`src/rtl/wyg_alu_pkg.sv`:
```
package wyg_alu_pkg;
  localparam int OPW = 3;

  typedef enum logic [OPW-1:0] {
    OP_ADD = 3'd0,
    OP_SUB = 3'd1,
    OP_AND = 3'd2,
    OP_OR  = 3'd3,
    OP_XOR = 3'd4,
    OP_MOV = 3'd5
  } alu_op_e;

  typedef enum logic [1:0] {
    CND_ZERO  = 2'd0,
    CND_SIGN  = 2'd1,
    CND_CARRY = 2'd2,
    CND_PODD  = 2'd3
  } cond_sel_e;

  typedef struct packed {
    logic zf;
    logic sf;
    logic cf;
    logic po;
  } flag_set_t;
endpackage

```
`src/rtl/wyg_alu_datapath.sv`:
```
module wyg_alu_datapath
  import wyg_alu_pkg::*;
#(
  parameter int W = 8
) (
  input  logic [OPW-1:0] op,
  input  logic [W-1:0]   a,
  input  logic [W-1:0]   b,
  output logic [W-1:0]   res,
  output logic           carry,
  output logic           known_op,
  output logic           sets_flags
);
  logic [W:0] sum_ext;
  logic [W:0] dif_ext;

  assign sum_ext = {1'b0, a} + {1'b0, b};
  assign dif_ext = {1'b0, a} - {1'b0, b};

  always_comb begin
    res        = '0;
    carry      = 1'b0;
    known_op   = 1'b1;
    sets_flags = 1'b1;
    case (op)
      OP_ADD: begin
        res   = sum_ext[W-1:0];
        carry = sum_ext[W];
      end
      OP_SUB: begin
        res   = dif_ext[W-1:0];
        carry = dif_ext[W];
      end
      OP_AND: res = a & b;
      OP_OR:  res = a | b;
      OP_XOR: res = a ^ b;
      OP_MOV: begin
        res        = b;
        sets_flags = 1'b0;
      end
      default: begin
        known_op   = 1'b0;
        sets_flags = 1'b0;
      end
    endcase
  end
endmodule

```
`src/rtl/wyg_alu_flag_gen.sv`:
```
module wyg_alu_flag_gen
  import wyg_alu_pkg::*;
#(
  parameter int W = 8
) (
  input  logic [W-1:0] res,
  input  logic         carry,
  output flag_set_t    flags
);
  always_comb begin
    flags.zf = (res == '0);
    flags.sf = res[W-1];
    flags.po = ^res;
    flags.cf = carry;
  end
endmodule

```
`src/rtl/wyg_alu_cond.sv`:
```
module wyg_alu_cond
  import wyg_alu_pkg::*;
(
  input  flag_set_t  held,
  input  logic       valid,
  input  logic [1:0] sel,
  input  logic       neg,
  output logic       take
);
  logic picked;

  always_comb begin
    case (cond_sel_e'(sel))
      CND_ZERO:  picked = held.zf;
      CND_SIGN:  picked = held.sf;
      CND_CARRY: picked = held.cf;
      default:   picked = held.po;
    endcase
    take = valid & (picked ^ neg);
  end
endmodule

```
`src/rtl/wyg_alu_core.sv`:
```
module wyg_alu_core
  import wyg_alu_pkg::*;
#(
  parameter int W = 8
) (
  input  logic           clk,
  input  logic           rst_n,
  input  logic           op_valid,
  input  logic [OPW-1:0] op_code,
  input  logic [W-1:0]   left_val,
  input  logic [W-1:0]   right_val,
  input  logic           dst_is_psw,
  input  logic           ret_valid,
  input  logic [1:0]     ret_sel,
  input  logic           ret_neg,
  output logic [W-1:0]   result,
  output logic           res_we,
  output logic           ret_take,
  output logic [W-1:0]   psw
);
  localparam int CF_POS = 0;
  localparam int PO_POS = 1;
  localparam int ZF_POS = W - 2;
  localparam int SF_POS = W - 1;
  localparam logic [W-1:0] KEEP_MASK =
    W'((1 << CF_POS) | (1 << PO_POS) | (1 << ZF_POS) | (1 << SF_POS));

  logic      carry_c;
  logic      known_c;
  logic      sets_c;
  flag_set_t new_f;
  flag_set_t held_f;
  logic [W-1:0] packed_f;
  logic [W-1:0] psw_q;

  wyg_alu_datapath #(.W(W)) u_dp (
    .op         (op_code),
    .a          (left_val),
    .b          (right_val),
    .res        (result),
    .carry      (carry_c),
    .known_op   (known_c),
    .sets_flags (sets_c)
  );

  wyg_alu_flag_gen #(.W(W)) u_fg (
    .res   (result),
    .carry (carry_c),
    .flags (new_f)
  );

  always_comb begin
    packed_f         = '0;
    packed_f[CF_POS] = new_f.cf;
    packed_f[PO_POS] = new_f.po;
    packed_f[ZF_POS] = new_f.zf;
    packed_f[SF_POS] = new_f.sf;
  end

  always_ff @(posedge clk) begin
    if (!rst_n) begin
      psw_q <= '0;
    end else if (op_valid && known_c) begin
      if (dst_is_psw) psw_q <= result & KEEP_MASK;
      else if (sets_c) psw_q <= packed_f;
    end
  end

  always_comb begin
    held_f.zf = psw_q[ZF_POS];
    held_f.sf = psw_q[SF_POS];
    held_f.cf = psw_q[CF_POS];
    held_f.po = psw_q[PO_POS];
  end

  wyg_alu_cond u_cond (
    .held  (held_f),
    .valid (ret_valid),
    .sel   (ret_sel),
    .neg   (ret_neg),
    .take  (ret_take)
  );

  assign res_we = op_valid & known_c;
  assign psw    = psw_q;
endmodule

```
`config.mk`:
```
export PLATFORM = sky130hd
export DESIGN_NAME = wyg_alu_core
export DESIGN_NICKNAME = d
export VERILOG_FILES = /design/src/rtl/wyg_alu_pkg.sv /design/src/rtl/wyg_alu_datapath.sv /design/src/rtl/wyg_alu_flag_gen.sv /design/src/rtl/wyg_alu_cond.sv /design/src/rtl/wyg_alu_core.sv
export SDC_FILE = /design/constraint.sdc
export NUM_CORES = 1
export LEC_CHECK = 0
export ABC_AREA = 1
export BUFFER_PORTS_ARGS = -buffer_cell sky130_fd_sc_hd__buf_2
export CORE_AREA = 2 2 43 85
export DETAILED_ROUTE_END_ITERATION = 6
export DIE_AREA = 0 0 45 87
export PLACE_DENSITY = 0.9
export SLEW_MARGIN = 5
export SYNTH_ARGS = -nofsm -noshare
export SYNTH_HDL_FRONTEND = slang
export SYNTH_HIERARCHICAL = 1
export SYNTH_SLANG_ARGS = --single-unit
export TNS_END_PERCENT = 100
```
`constraint.sdc`:
```
create_clock -name clk -period 3.2 [get_ports clk]
set_input_delay 0.64 -clock clk [delete_from_list [all_inputs] [get_ports clk]]
set_output_delay 0.64 -clock clk [all_outputs]
set_load 0.01 [all_outputs]
```
==> run_results.csv <==
group,metric,value,unit
global_route,antenna_found_initial,0,
floorplan,io_pins,45,
layout,drive_gt1_share,18.6,%
placed_design,placed_cells,374,
placed_design,io_buffers,40,
cts,root_buffer,"clkbuf_8",
global_route,grt_pass1_vias,1829,
worst_setup_path,crit_type,"in -> out",
run_status,status,"completed",
synthesis,synth_edf_count,0,
pwr,p_leak,1.22,nW
synthesis,yosysMostFrequentCell,"nand2_1",
synthesis,yosysTopAreaCell,"ha_1",
cts,cts_buffers,3,
cts,clkLatencyLatePin,0.21,ns
layout,area_delta_synth_final,13.5,%
global_route,grt_pass1_wl,7250,microns
sta,tns,0,ns
layout,num-fill-cells,346,
routing,drc,0,
sta,final.min_clock_period,3.02,ns
routing,first_iter_violations,114,
worst_setup_path,cp_slowest_cell,"fa_1",
global_route,grt_start_max_net_pins,10,
placed_design,dpl_cell_area,1920,sq um
layout,instances_no_fill,377,
layout,largest_reg_flops,4,
sta,fmax,331,MHz
worst_setup_path,end_kind,"primary output",
sta,setup_viol,0,
synthesis,synth.avg_cell_area,5.62,sq um
synthesis,yosysUniqueCellTypes,29,
sta,fin_skew,0,ns
synthesis,synth_area,1730,sq um
placed_design,dp_hpwl,3730,microns
run,cap_viol_max_count,0,
sta,slew_viol_final,0,
layout,nets,405,
cts,cts_setup_buffers,0,
synthesis,synth_seq_cells,4,
routing,drt-wirelength-per-cell,12.0,microns
pwr,peakVddDrop,160,uV
routing,viasPerCell,5.31,
synthesis,synth_cells,307,
worst_setup_path,slowest_delay,0.39,ns
floorplan,core-area,3300,sq um
cts,clockBufferDepth,2,
synthesis,async_flop_share,0,%
routing,ant_nets,0,
cts,cts_resized,0,
worst_setup_path,crit_arrival,2.38,ns
sta,layout_setup_ws,0.181,ns
global_route,grt_overflow,0,
cts,cts_max_level,1,
floorplan,start_util,52.2,%
cts,clkTransAtPathRegs,0.03,ns
placed_design,place_congestion,0.967,
floorplan,die_h,87,microns
synthesis,ys_top_cells_by_count,"nand2_1, inv_1, nand3_1",
worst_setup_path,cpMostUsedCell,"nand3_1",
synthesis,yosys-top-cells-area,"ha_1, nand2_1, inv_1",
sta,final-hold-violation-count,0,
sta,rsz0062_at_grt,"no",
routing,first_pass_iters,4,
worst_setup_path,required,2.56,ns
worst_setup_path,start_kind,"primary input",
cts,tritoncts,"done",
synthesis,yosys_warnings,6,
routing,totalWireLength,4510,microns
sta,period_share,94.3,%
layout,diodes,0,
synthesis,seq_area_frac_synth,4.64,%
pwr,cellPowerDensity,256,nW/um^2
worst_setup_path,cp_max_fo,3,
floorplan,die_w,45,microns
pwr,p_total,0.501,mW
floorplan,dieArea,3920,sq um
routing,vias,2002,
cts,cts.sinks,4,
cts,postCtsHoldBufs,0,
floorplan,rows,30,
global_route,grt.total_usage,23.3,%
synthesis,ys.flop_type,"dfxtp_1",
layout,final_cell_area,1960,sq um
placed_design,dp_worst_setup_slack,0.0739,ns
hold_path,min_path_type,"reg -> reg",
worst_setup_path,crit_chain,"buf_2 > ha_1 > fa_1 > nand2_1 > nand3_1 > and2_1 > or2_0 > nand3_1 > nand3_1 > buf_2",
synthesis,synth_top_area_share,21.0,%
-- per-stage QoR --
step	hold slack, ns	utilization, %
final	0.536	59.3
after global placement	0.521	58.0
after CTS	0.539	59.3
after detailed placement	0.532	58.0
after floorplan	0.544	-
after global routing	0.569	59.3
-- final timing paths --
kind / startpoint / end / slack (ns) / depth (start not counted)
worst max-delay path: left_val[0] / result[4] / 0.18 / 10
worst min-delay path: psw[6] / psw[6] / 0.54 / 4
worst min register to register: psw[6] / psw[6] / 0.54 / 4
worst max register to register: psw[1] / psw[1] / 2.55 / 4
-- placed cells by master (no fill, tap or decap), types with 7 or more instances in the layout --
| master | netlist | final |
|---|---|---|
| buf_2 | 0 | 40 |
| nor2_1 | 28 | 28 |
| o21ai_0 | 7 | 7 |
| ha_1 | 29 | 29 |
| nand3_1 | 30 | 30 |
| inv_1 | 58 | 58 |
| nand2_1 | 88 | 88 |
| a21oi_1 | 7 | 7 |
| inv_2 | 7 | 7 |
| o22ai_1 | 11 | 11 |
-- cell families (layout without fill, tap and decap cells) --
kind of cell / after synthesis / after routing / synth area share [%]
simple gates: 165 / 165 / 42.2
buf+inv: 74 / 109 / 17.9
compound gates: 32 / 32 / 11.7
fa+ha+maj: 31 / 31 / 23.4
flops: 4 / 4 / 4.64
other cells: 1 / 4 / 0.217
-- where the power goes --
part,switching (mW),internal (mW),total [mW]
combinational,0.214,0.125,0.339
sequential,0.00356,0.0549,0.0584
clock,0.0237,0.0800,0.104
total,0.241,0.260,0.501
-- metal layers --
metal	track usage, %	vias up	routed length, microns
met5	0	-	0
met1	26.3	876	1760
met2	41.7	89	2290
met3	3.32	12	353
met4	8.82	0	110
li1	-	1025	-
-- final cells by class --
class                   count  area, sq um  share of cell area, %
well taps                  32         40.0                   2.04
clock buffers               3         41.3                   2.11
flip-flops and latches      4         80.1                   4.09
multi-input cells         232         1350                   68.8
inverters                  66          249                   12.7
repair buffers             40          200                   10.2
-- critical path: cells and delay by family --
family,cells,cell delay (ns)
buffers and inverters,2,0.30
adders and majority gates,2,0.64
and+or+nand+nor,6,0.81
Power figures use the tool's default switching activity.
